--- config.mk ---
export PLATFORM = sky130hd
export DESIGN_NAME = ldst_mar_seq
export DESIGN_NICKNAME = d
export VERILOG_FILES = /design/src/rtl/ldst_pkg.sv /design/src/rtl/ldst_ea_calc.sv /design/src/rtl/ldst_seq_ctrl.sv /design/src/rtl/ldst_mar_mbr.sv /design/src/rtl/ldst_mar_seq.sv
export SDC_FILE = /design/constraint.sdc
export NUM_CORES = 1
export LEC_CHECK = 0
export BUFFER_PORTS_ARGS = -buffer_cell sky130_fd_sc_hd__buf_4
export CAP_MARGIN = 30
export CORE_MARGIN = 2
export CORE_UTILIZATION = 40
export CTS_CLUSTER_SIZE = 24
export DETAILED_ROUTE_END_ITERATION = 10
export GPL_TIMING_DRIVEN = 0
export HOLD_SLACK_MARGIN = 0.1
export PLACE_DENSITY_LB_ADDON = 0.12
export SYNTH_ARGS = -nofsm -noshare
export SYNTH_HDL_FRONTEND = slang
export SYNTH_HIERARCHICAL = 1
export SYNTH_SLANG_ARGS = --single-unit
export TNS_END_PERCENT = 5
--- constraint.sdc ---
create_clock -name clk -period 4.78 [get_ports clk]
set_input_delay 0.478 -clock clk [delete_from_list [all_inputs] [get_ports clk]]
set_output_delay 0.478 -clock clk [all_outputs]
set_load 0.1 [all_outputs]
--- src/rtl/ldst_pkg.sv ---
package ldst_pkg;

   typedef enum logic [1:0] {
      SQ_IDLE  = 2'd0,
      SQ_FETCH = 2'd1,
      SQ_DATA  = 2'd2
   } seq_state_t;

   typedef enum logic [1:0] {
      AM_IND     = 2'b00,
      AM_LABEL   = 2'b01,
      AM_OFFSET  = 2'b10,
      AM_IND_ALT = 2'b11
   } addr_form_t;

endpackage

--- src/rtl/ldst_ea_calc.sv ---
module ldst_ea_calc
   import ldst_pkg::*;
#(
   parameter int ADDR_W    = 16,
   parameter int OFF_W     = 8,
   parameter int LANE_BITS = 2
) (
   input  logic              byte_mode,
   input  logic [1:0]        form,
   input  logic [ADDR_W-1:0] base_val,
   input  logic [ADDR_W-1:0] label_val,
   input  logic [OFF_W-1:0]  word_off,
   output logic [ADDR_W-1:0] ea,
   output logic              misalign
);

   logic [ADDR_W-1:0] base_b;
   logic [ADDR_W-1:0] label_b;
   logic [ADDR_W-1:0] off_b;
   logic [ADDR_W-1:0] addend;

   // register and label scale with the mode; the offset always counts words
   always_comb begin
      base_b  = byte_mode ? base_val  : (base_val  << LANE_BITS);
      label_b = byte_mode ? label_val : (label_val << LANE_BITS);
      off_b   = ADDR_W'(word_off) << LANE_BITS;
      unique case (addr_form_t'(form))
         AM_LABEL:  addend = label_b;
         AM_OFFSET: addend = off_b;
         default:   addend = '0;
      endcase
      ea = base_b + addend;
   end

   generate
      if (LANE_BITS > 0) begin : g_lane
         assign misalign = byte_mode && (|ea[LANE_BITS-1:0]);
      end else begin : g_nolane
         assign misalign = 1'b0;
      end
   endgenerate

endmodule

--- src/rtl/ldst_seq_ctrl.sv ---
module ldst_seq_ctrl
   import ldst_pkg::*;
(
   input  logic clk,
   input  logic rst_n,
   input  logic start,
   input  logic is_ldst,
   input  logic is_store,
   input  logic misalign_ea,
   output logic accept,
   output logic mem_re,
   output logic mem_we,
   output logic ld_mar_ea,
   output logic ld_mbr_rd,
   output logic ld_mbr_wd,
   output logic ld_load,
   output logic done,
   output logic misalign
);

   seq_state_t state_q, state_n;
   logic       ph_q, ph_n;
   logic       done_n;
   logic       chk_miss;

   always_comb begin
      state_n   = state_q;
      ph_n      = ph_q;
      accept    = 1'b0;
      mem_re    = 1'b0;
      mem_we    = 1'b0;
      ld_mar_ea = 1'b0;
      ld_mbr_rd = 1'b0;
      ld_mbr_wd = 1'b0;
      ld_load   = 1'b0;
      done_n    = 1'b0;
      chk_miss  = 1'b0;
      unique case (state_q)
         SQ_IDLE: begin
            if (start) begin
               accept  = 1'b1;
               state_n = SQ_FETCH;
               ph_n    = 1'b0;
            end
         end
         SQ_FETCH: begin
            if (!ph_q) begin
               mem_re = 1'b1;
               ph_n   = 1'b1;
            end else begin
               ld_mbr_rd = 1'b1;
               ph_n      = 1'b0;
               chk_miss  = 1'b1;
               if (is_ldst && !misalign_ea) begin
                  ld_mar_ea = 1'b1;
                  state_n   = SQ_DATA;
               end else begin
                  state_n = SQ_IDLE;
                  done_n  = 1'b1;
               end
            end
         end
         SQ_DATA: begin
            if (!ph_q) begin
               if (is_store) begin
                  mem_we    = 1'b1;
                  ld_mbr_wd = 1'b1;
               end else begin
                  mem_re = 1'b1;
               end
               ph_n = 1'b1;
            end else begin
               if (!is_store) begin
                  ld_mbr_rd = 1'b1;
                  ld_load   = 1'b1;
               end
               ph_n    = 1'b0;
               state_n = SQ_IDLE;
               done_n  = 1'b1;
            end
         end
         default: state_n = SQ_IDLE;
      endcase
   end

   always_ff @(posedge clk or negedge rst_n) begin
      if (!rst_n) begin
         state_q  <= SQ_IDLE;
         ph_q     <= 1'b0;
         done     <= 1'b0;
         misalign <= 1'b0;
      end else begin
         state_q <= state_n;
         ph_q    <= ph_n;
         done    <= done_n;
         if (accept)
            misalign <= 1'b0;
         else if (chk_miss)
            misalign <= is_ldst && misalign_ea;
      end
   end

endmodule

--- src/rtl/ldst_mar_mbr.sv ---
module ldst_mar_mbr #(
   parameter int ADDR_W = 16,
   parameter int DATA_W = 32
) (
   input  logic              clk,
   input  logic              rst_n,
   input  logic              ld_pc,
   input  logic [ADDR_W-1:0] pc,
   input  logic              ld_ea,
   input  logic [ADDR_W-1:0] ea,
   input  logic              ld_rd,
   input  logic [DATA_W-1:0] rdata,
   input  logic              ld_wd,
   input  logic [DATA_W-1:0] wdata,
   input  logic              ld_load,
   output logic [ADDR_W-1:0] mar,
   output logic [DATA_W-1:0] mbr,
   output logic [DATA_W-1:0] load_data
);

   always_ff @(posedge clk or negedge rst_n) begin
      if (!rst_n) begin
         mar       <= '0;
         mbr       <= '0;
         load_data <= '0;
      end else begin
         if (ld_pc)
            mar <= pc;
         else if (ld_ea)
            mar <= ea;
         if (ld_rd)
            mbr <= rdata;
         else if (ld_wd)
            mbr <= wdata;
         if (ld_load)
            load_data <= rdata;
      end
   end

endmodule

--- src/rtl/ldst_mar_seq.sv ---
module ldst_mar_seq
   import ldst_pkg::*;
#(
   parameter int ADDR_W = 16,
   parameter int DATA_W = 32,
   parameter int OFF_W  = 8
) (
   input  logic              clk,
   input  logic              rst_n,
   input  logic              start,
   input  logic [ADDR_W-1:0] pc,
   input  logic              is_ldst,
   input  logic              is_store,
   input  logic              byte_mode,
   input  logic [1:0]        addr_form,
   input  logic [ADDR_W-1:0] base_val,
   input  logic [ADDR_W-1:0] label_val,
   input  logic [OFF_W-1:0]  word_off,
   input  logic [DATA_W-1:0] store_data,
   input  logic [DATA_W-1:0] mem_rdata,
   output logic [ADDR_W-1:0] mem_addr,
   output logic [DATA_W-1:0] mem_wdata,
   output logic              mem_we,
   output logic              mem_re,
   output logic [DATA_W-1:0] load_data,
   output logic [ADDR_W-1:0] mar,
   output logic [DATA_W-1:0] mbr,
   output logic              done,
   output logic              misalign
);

   localparam int LANES     = DATA_W / 8;
   localparam int LANE_BITS = (LANES > 1) ? $clog2(LANES) : 0;

   generate
      if (DATA_W < 8 || (DATA_W % 8) != 0 || (1 << LANE_BITS) != LANES) begin : g_bad_data_w
         $error("DATA_W must be a power-of-two number of bytes");
      end
      if (OFF_W + LANE_BITS > ADDR_W) begin : g_bad_off_w
         $error("scaled offset does not fit in ADDR_W");
      end
   endgenerate

   // operands captured when an instruction is accepted
   logic              bm_q, ldst_q, st_q;
   logic [1:0]        form_q;
   logic [ADDR_W-1:0] base_q, label_q;
   logic [OFF_W-1:0]  off_q;
   logic [DATA_W-1:0] wdata_q;

   logic              accept;
   logic              ld_mar_ea, ld_mbr_rd, ld_mbr_wd, ld_load;
   logic [ADDR_W-1:0] ea;
   logic              ea_miss;

   always_ff @(posedge clk or negedge rst_n) begin
      if (!rst_n) begin
         bm_q    <= 1'b0;
         ldst_q  <= 1'b0;
         st_q    <= 1'b0;
         form_q  <= '0;
         base_q  <= '0;
         label_q <= '0;
         off_q   <= '0;
         wdata_q <= '0;
      end else if (accept) begin
         bm_q    <= byte_mode;
         ldst_q  <= is_ldst;
         st_q    <= is_store;
         form_q  <= addr_form;
         base_q  <= base_val;
         label_q <= label_val;
         off_q   <= word_off;
         wdata_q <= store_data;
      end
   end

   ldst_ea_calc #(
      .ADDR_W    (ADDR_W),
      .OFF_W     (OFF_W),
      .LANE_BITS (LANE_BITS)
   ) u_ea (
      .byte_mode (bm_q),
      .form      (form_q),
      .base_val  (base_q),
      .label_val (label_q),
      .word_off  (off_q),
      .ea        (ea),
      .misalign  (ea_miss)
   );

   ldst_seq_ctrl u_ctrl (
      .clk         (clk),
      .rst_n       (rst_n),
      .start       (start),
      .is_ldst     (ldst_q),
      .is_store    (st_q),
      .misalign_ea (ea_miss),
      .accept      (accept),
      .mem_re      (mem_re),
      .mem_we      (mem_we),
      .ld_mar_ea   (ld_mar_ea),
      .ld_mbr_rd   (ld_mbr_rd),
      .ld_mbr_wd   (ld_mbr_wd),
      .ld_load     (ld_load),
      .done        (done),
      .misalign    (misalign)
   );

   ldst_mar_mbr #(
      .ADDR_W (ADDR_W),
      .DATA_W (DATA_W)
   ) u_regs (
      .clk       (clk),
      .rst_n     (rst_n),
      .ld_pc     (accept),
      .pc        (pc),
      .ld_ea     (ld_mar_ea),
      .ea        (ea),
      .ld_rd     (ld_mbr_rd),
      .rdata     (mem_rdata),
      .ld_wd     (ld_mbr_wd),
      .wdata     (wdata_q),
      .ld_load   (ld_load),
      .mar       (mar),
      .mbr       (mbr),
      .load_data (load_data)
   );

   assign mem_addr  = mar;
   assign mem_wdata = wdata_q;

endmodule

# Word-level counts from Yosys, hierarchy flattened
# Cells that the tools add are included.
# totals
reg_bits	162
latch_bits	0
mem_bits_rw	0
mem_bits_ro	0
memories	0
# op_classes
addsub	1
n_mul	0
div_mod_pow	0
order_cmp	0
n_eq_ne	7
shift	0
muxes	36
bitwise	0
reduce_logical	13
# op_table
cell	n
$mux W16	4
$mux W32	2
$pmux W16 S2	1
$mux W1	20
$add A16 B16 Y16	1
$mux W2	4
$pmux W1 S2	4
$reduce_bool A2 Y1	4
$pmux W2 S3	1
$eq A2 B1 Y1 const B	2
$eq A2 B2 Y1 const B	2
$ne A2 B1 Y1 const B	2
$reduce_or A2 Y1	2
$logic_and A1 B1 Y1	3
$reduce_and A3 Y1	1
$logic_not A2 Y1	1
$ne A2 B2 Y1 const B	1
$reduce_and A2 Y1	1
$logic_not A1 Y1	1

# Depth between registers and ports, before layout
# Gate-level depths: netlist (run 1).
# depth
depth_word	12
mapped_depth	16
depth_no_buf	14

# By module
# The synthesis (run 1) kept the hierarchy.
# by_module_without_submodules
module	n_inst	cells_per_inst	area_per_inst_um2
ldst_mar_mbr	1	276	3589.7
ldst_mar_seq	1	179	3114.2
ldst_ea_calc	1	166	1285.0
ldst_seq_ctrl	1	44	390.4

# Worst setup path before layout (run 1)
# OpenSTA, ideal clock, no wires.
# synth_path
path_type	register to register
startpoint	register form_q[0]
endpoint	register u_regs.mar[14]
setup_ps	83
arrival_ps	2963
slack_ps	1734
path_stages_with_launch	16
path_cell_list	dfrtp_1 -> inv_1 -> ha_1 -> buf_1 -> nor2b_1 -> and3_1 -> ha_1 -> inv_1 -> fa_1 -> nand2b_1 -> a21oi_2 -> o21ai_2 -> a221o_1 -> nor4_1 -> mux2i_1 -> o21ai_0
# synth_via
word_cells_on_any_way	14
classes_between	add/sub (1); eq/ne (2); mux (6); reduce/logical (5)
# synth_rtl
element	line	text
start: declaration	ldst_mar_seq.sv:46	logic [1:0] form_q;
start signal: assignment	ldst_mar_seq.sv:70	form_q <= addr_form;
$eq A2 B2 Y1 / $eq A2 B1 Y1 (equally long branches)	ldst_ea_calc.sv:27	unique case (addr_form_t'(form))
$pmux W16 S2 (*)	ldst_ea_calc.sv:27	
$add A16 B16 Y16 (*)	ldst_ea_calc.sv:32	ea = base_b + addend;
net ea[14]	ldst_mar_seq.sv:53	logic [ADDR_W-1:0] ea;
$mux W16 (*)	ldst_mar_mbr.sv:29	else if (ld_ea)
$mux W16 (*)	ldst_mar_mbr.sv:27	if (ld_pc)
end signal: assignment	ldst_mar_mbr.sv:28	mar <= pc;
end: declaration	ldst_mar_mbr.sv:16	output logic [ADDR_W-1:0] mar,
# Mark *: on every way through the listed nets, which the timed path passes. The rest lies on a longest branch. The select of a mux whose other input is x is not followed.
# A chain may end at the register's enable or synchronous reset.

# Worst setup path in the final report (run 1)
# layout_path
startpoint	register bm_q
endpoint	register u_regs.mar[4]
# layout_via
elab_chain_len	11
word_cells_on_any_way	14
classes_between	add/sub (1); mux (8); reduce/logical (5)
# layout_rtl
element	line	text
start: declaration	ldst_mar_seq.sv:45	logic bm_q, ldst_q, st_q;
start signal: assignment	ldst_mar_seq.sv:67	bm_q <= byte_mode;
$mux W16	ldst_ea_calc.sv:25	label_b = byte_mode ? label_val : (label_val << LANE_BITS);
$pmux W16 S2	ldst_ea_calc.sv:27	
$add A16 B16 Y16 (*)	ldst_ea_calc.sv:32	
net ea[1]	ldst_mar_seq.sv:53	
$reduce_or A2 Y1 (*)	ldst_ea_calc.sv:37	assign misalign = byte_mode && (|ea[LANE_BITS-1:0]);
$logic_and A1 B1 Y1 (*)	ldst_ea_calc.sv:37	
net ea_miss	ldst_mar_seq.sv:54	logic ea_miss;
$logic_not A1 Y1 (*)	ldst_seq_ctrl.sv:54	if (is_ldst && !misalign_ea) begin
$logic_and A1 B1 Y1 (*)	ldst_seq_ctrl.sv:54	
$mux W1 (*)	ldst_seq_ctrl.sv:54	
$mux W1 (*)	ldst_seq_ctrl.sv:47	if (!ph_q) begin
$mux W1 (*)	ldst_seq_ctrl.sv:38	unique case (state_q)
net ld_mar_ea	ldst_mar_seq.sv:52	logic ld_mar_ea, ld_mbr_rd, ld_mbr_wd, ld_load;
$reduce_bool A2 Y1 (no source line) (*)	n/a	
# Marks and branches as above.

==> reports/summary.txt, run 1 <==
FF-to-FF setup slack = 1.24 ns
Worst path max stage delay = 0.48 ns
total CTS buffers = 17
Final WS setup = 1.24 ns
number of max-cap violations = 0
post_cts resized = 0
min Tclk post-route = 3.54 ns
sequential area share after synthesis = 0.484
part of the cycle the worst path needs = 0.741
FFs w/ async S/R, synth = 1.00
layout cells sized above 1 = 0.497
Starting DRT DRC Count = 213
synthesized area = 8380 um2
WL/cell = 18.0 um
CTS tree = done
via/cell ratio = 4.92
Max Root-Sink Buffers = 2
H-tree lvl count = 4
clk sinks = 162
initial antenna violation count = 2
Die W = 149 um
Ys Warns = 6
DIE HEIGHT = 149 um
Mapped Avg Cell Area = 12.6 um2
area grow syn2layout = 35.1%
synthesized net count = 816
Setup WS pre-CTS = 1.20 ns
Final nets = 1096
CP most frequent cell = buf_2
Critical Path Fanout Max = 10
Min Hold Slack = 0.264 ns
WP buf/inv = 7
leading area contributor after synthesis = dfrtp_1
largest net degree at the start of global routing = 104
Hold Crit Class = in2reg
critical-path cell list = buf_2 -> buf_2 -> buf_2 -> and3_1 -> ha_1 -> inv_1 -> fa_1 -> inv_1 -> o21a_1 -> nand2b_2 -> nor2_1 -> buf_6 -> buf_12 -> mux2i_1 -> o21ai_1
site row count = 52
clock skew = 0.0106 ns
Clock Latency Late Sink = 0.42 ns
status = finished clean
GRT overflow = 0
worst r2r dst = u_regs/mar[4]
Hold EP = u_regs/mar[14]
Crit. End Element = flip-flop
DR vias = 6031
vias in the first global route = 6335
max-slew violations = 0
FF-to-FF path depth = 15
largest cells by area after synthesis = dfrtp_1 48%, mux2_4 11%, mux2_2 8.1%, mux2i_1 6.3%, ha_1 3.3%
CP Launch Type = flip-flop
fmax = 0.282 GHz
worst path arrival time = 3.83 ns
final hold vios = 0
Slew headroom = 0.634
die area = 22100 um2
Worst-Margin Slew = 0.548 ns
Initial Util = 0.411
Slowest-stage cell, CP = fa_1
hold path cells = 3
RSZ-0062 raised after global routing = no
antenna-violating nets left = 0
GR Util All Layers = 0.205
diode count = 0
Placer Congestion = 0.793
Post-CTS Setup Inserts = 0
Filler cells = 1815
Setup crit start = bm_q
Worst path top cell family by delay = buffers and inverters
clock root buffer = clkbuf_16
Post-synth EDFFs = 0
reg2reg start = bm_q
global-route wire length before repair = 34.9 mm
DRC violations left = 0
Worst-path clk slew = 0.07 ns
post-synth top area share = 0.484
drt total wl = 22.1 mm
Ports = 260
design area = 11300 um2
count of final setup violators = 0
post-synthesis cell type count = 59
Buffers on Ports = 259
Setup CP Type = reg2reg
setup TNS = 0 ns
post-synthesis register bit count = 162
Final HPWL DP = 16.4 mm
min-delay src = pc[14]
critical path data required time = 5.07 ns
total core area = 20400 um2
Primary FF master, synth = dfrtp_1
placed cell area = 10700 um2
drt pass-1 iters = 4
cells after synthesis = 665
worst reg2reg max path: stages, from the launching register on:
cell	delay, ns
dfrtp_1	0.35
buf_2	0.24
buf_2	0.30
buf_2	0.33
and3_1	0.23
ha_1	0.19
inv_1	0.06
fa_1	0.48
inv_1	0.06
o21a_1	0.23
nand2b_2	0.21
nor2_1	0.15
buf_6	0.18
buf_12	0.15
mux2i_1	0.20
o21ai_1	0.07
cells by family (layout without fill, tap and decap cells):
group | Yosys count | after routing | synth area share
mux | 183 | 183 | 0.265
compound gates | 106 | 106 | 0.0797
flops | 162 | 162 | 0.484
simple gates | 116 | 116 | 0.0650
fa+ha+maj | 23 | 23 | 0.0352
xor+xnor | 11 | 11 | 0.0115
buf+inv | 64 | 356 | 0.0599
worst max-delay path by stage:
stage | cells past startpoint | slack [ns] | end
after floorplan | 15 | 1.73 | u_regs/mar[14]
after global placement | 15 | 1.22 | u_regs/mar[2]
after detailed placement | 15 | 1.20 | u_regs/mar[1]
after CTS | 15 | 1.20 | u_regs/mar[4]
after global routing | 14 | 0.92 | u_regs/mar[14]
final | 15 | 1.24 | u_regs/mar[4]
area by class of cell:
class | count | area (um2) | area share
sequential | 162 | 4050 | 0.358
multi-input combinational | 439 | 3820 | 0.338
timing repair buffer | 261 | 1990 | 0.176
buffer | 54 | 464 | 0.0410
clock buffer | 18 | 439 | 0.0388
tap | 270 | 338 | 0.0298
clock inverter | 13 | 175 | 0.0155
inverter | 10 | 37.5 | 0.00332
flip-flops by register name, summed over array words and instances (netlist names), 2 cells and up:
signal            count
u_regs/mar           16
u_ctrl/state_q        2
mem_wdata            32
label_q              16
u_regs/mbr           32
u_regs/load_data     32
form_q                2
base_q               16
off_q                 8
per-layer routing:
metal / GRT usage / vias up / routed length (um)
met4: 0.0543 / 2 / 367
li1: - / 2885 / -
met5: 0 / - / 16
met3: 0.0810 / 23 / 1880
met2: 0.328 / 181 / 10400
met1: 0.261 / 2940 / 9340
repair_timing:
action	CTS	global route
setup endpoints to repair	0	0
endpoints found under the hold margin	59	0
hold buffers	1	0
cell usage after synthesis (2+ instances only):
master,instances
buf_12,4
inv_1,10
buf_8,6
a21oi_1,14
buf_2,16
mux2_4,60
o21ai_2,4
buf_4,19
a211oi_1,3
ha_1,22
mux2_2,60
mux2i_1,53
nor2b_1,3
buf_6,5
a22oi_1,8
nor3_1,4
mux2_1,10
xor2_1,3
and2_1,2
nor3b_1,3
o21a_1,3
a21o_1,7
and3_1,3
o21ai_0,13
dfrtp_1,162
nand2_1,59
nand3_1,3
clkbuf_1,3
o21ai_1,38
xnor2_1,8
nor2_1,24
nand2b_1,5
a211o_1,2
through the flow:
step / cells / util
finish: 1227 / 0.556
detailed placement: 1195 / 0.525
CTS: 1227 / 0.556
global route: 1227 / 0.556
global placement: 1194 / 0.524
floorplan: 665 / -
placed cells by master, fill, tap and decap left out, drive strengths merged, types with 6 or more instances in the layout:
| master | instances |
|---|---|
| mux2 | 130 |
| a22oi | 8 |
| a21o | 7 |
| ha | 22 |
| clkbuf | 21 |
| nand2 | 59 |
| mux2i | 53 |
| a21oi | 15 |
| inv | 14 |
| o21ai | 55 |
| nand2b | 6 |
| nor2 | 24 |
| xnor2 | 8 |
| dfrtp | 162 |
| buf | 311 |
Power of run 1 is not shown: default switching activity piles up to over one toggle a cycle in this logic, so the estimate is an artifact.
==> run 2, diff against run 1 <==
- clock period: 4.78 -> 3.38 ns (I/O delays scaled with it)
==> reports/summary.txt, run 2 (synthesized netlist as in run 1, its figures left out) <==
Clock Latency Late Sink = 0.42 ns
Slew headroom = 0.634
Setup WS pre-CTS = -0.197 ns
DR vias = 6036
Die W = 149 um
drt total wl = 22.1 mm
number of max-cap violations = 0
final hold vios = 0
largest net degree at the start of global routing = 104
critical-path cell list = inv_1 -> ha_4 -> nor2b_4 -> and3_1 -> ha_1 -> inv_1 -> fa_1 -> inv_1 -> o21a_1 -> nand2b_2 -> nor2_1 -> buf_6 -> buf_12 -> mux2i_1 -> o21ai_1
Worst path max stage delay = 0.48 ns
Placer Congestion = 0.793
worst path arrival time = 3.44 ns
Slowest-stage cell, CP = fa_1
H-tree lvl count = 4
critical path data required time = 3.67 ns
vias in the first global route = 6320
diode count = 0
GR Util All Layers = 0.205
Hold Crit Class = in2reg
Max Root-Sink Buffers = 2
layout cells sized above 1 = 0.503
WL/cell = 17.9 um
min Tclk post-route = 3.15 ns
Worst-Margin Slew = 0.549 ns
count of final setup violators = 0
clock root buffer = clkbuf_16
clock skew = 0.0102 ns
clk sinks = 162
most frequent cells in the layout = 283 x buf_4, 162 x dfrtp_1, 60 x mux2_4, 60 x mux2_2, 59 x nand2_1
initial antenna violation count = 2
drt pass-1 iters = 4
Core Util, Final = 0.559
Final WS setup = 0.230 ns
Setup crit start = form_q[0]
max-slew violations = 0
Initial Util = 0.411
die area = 22100 um2
RSZ-0062 raised after global routing = no
setup TNS = 0 ns
CP Launch Type = flip-flop
Min Hold Slack = 0.124 ns
CP most frequent cell = inv_1
Final HPWL DP = 16.4 mm
part of the cycle the worst path needs = 0.932
antenna-violating nets left = 0
total core area = 20400 um2
total CTS buffers = 17
DRC violations left = 0
global-route wire length before repair = 34.9 mm
Setup CP Type = reg2reg
site row count = 52
status = finished clean
fmax = 0.317 GHz
Worst path top cell family by delay = adder cells
Crit. End Element = flip-flop
Worst-path clk slew = 0.07 ns
CTS tree = done
WP buf/inv = 5
reg2reg start = form_q[0]
GRT overflow = 0
DIE HEIGHT = 149 um
via/cell ratio = 4.91
Starting DRT DRC Count = 181
Ports = 260
Buffers on Ports = 259
leading cell type in the layout, fill and taps excluded = buf_4
area grow syn2layout = 35.9%
Final nets = 1099
Critical Path Fanout Max = 10
min-delay src = pc[11]
[run 2: cell types whose count changed in the layout (fill, tap and decap cells not counted), sizes merged]
cell / change
buf: +3
[run 2: worst reg2reg max path: stages (launching register included)]
cell      delay, ns
dfrtp_1        0.40
inv_1          0.11
ha_4           0.25
nor2b_4        0.14
and3_1         0.19
ha_1           0.19
inv_1          0.06
fa_1           0.48
inv_1          0.06
o21a_1         0.23
nand2b_2       0.21
nor2_1         0.14
buf_6          0.15
buf_12         0.15
mux2i_1        0.19
o21ai_1        0.07
[run 2: per-stage QoR]
step	area, um2	instances
finish	11400	1230
global route	11400	1230
CTS	11300	1226
detailed placement	10700	1195
global placement	10700	1194
floorplan	8380	665
[run 2: what timing repair did]
| action | 4_1_cts | 5_1_grt |
|---|---|---|
| endpoints found under the setup margin | 16 | 12 |
| resized for setup | 5 | 5 |
| setup buffers | 0 | 5 |
| hold buffers | 1 | 0 |
| hold endpoints to repair | 59 | 0 |
| pin swaps | 0 | 1 |
[run 2: worst paths after layout]
kind / end / slack [ns] / cells past startpoint
min in group asynchronous: mem_wdata[28] / 0.43 / 2
max in group asynchronous: u_regs/mbr[5] / 2.06 / 3
hold reg to reg: st_q / 0.51 / 1
setup / recovery: u_regs/mar[1] / 0.23 / 15
hold / removal: u_regs/mar[11] / 0.12 / 3
setup reg to reg: u_regs/mar[1] / 0.23 / 15
[run 2: layer usage]
| layer | global-route usage | vias to the layer above | wire length [um] |
|---|---|---|---|
| met5 | 0 | - | 16 |
| met3 | 0.0810 | 18 | 1870 |
| met4 | 0.0500 | 2 | 277 |
| met1 | 0.261 | 2948 | 9390 |
| met2 | 0.329 | 181 | 10500 |
| li1 | - | 2887 | - |
[run 2: cell type report]
class                   instances  area [um2]
multi-input cells             439        3850
inverters                      10        37.5
clock inverters                13         175
repair buffers                266        2030
flip-flops and latches        162        4050
well taps                     270         338
plain buffers                  52         464
clock buffers                  18         439
fillers                      1808        8980
Power of run 2 is left out for the same reason.
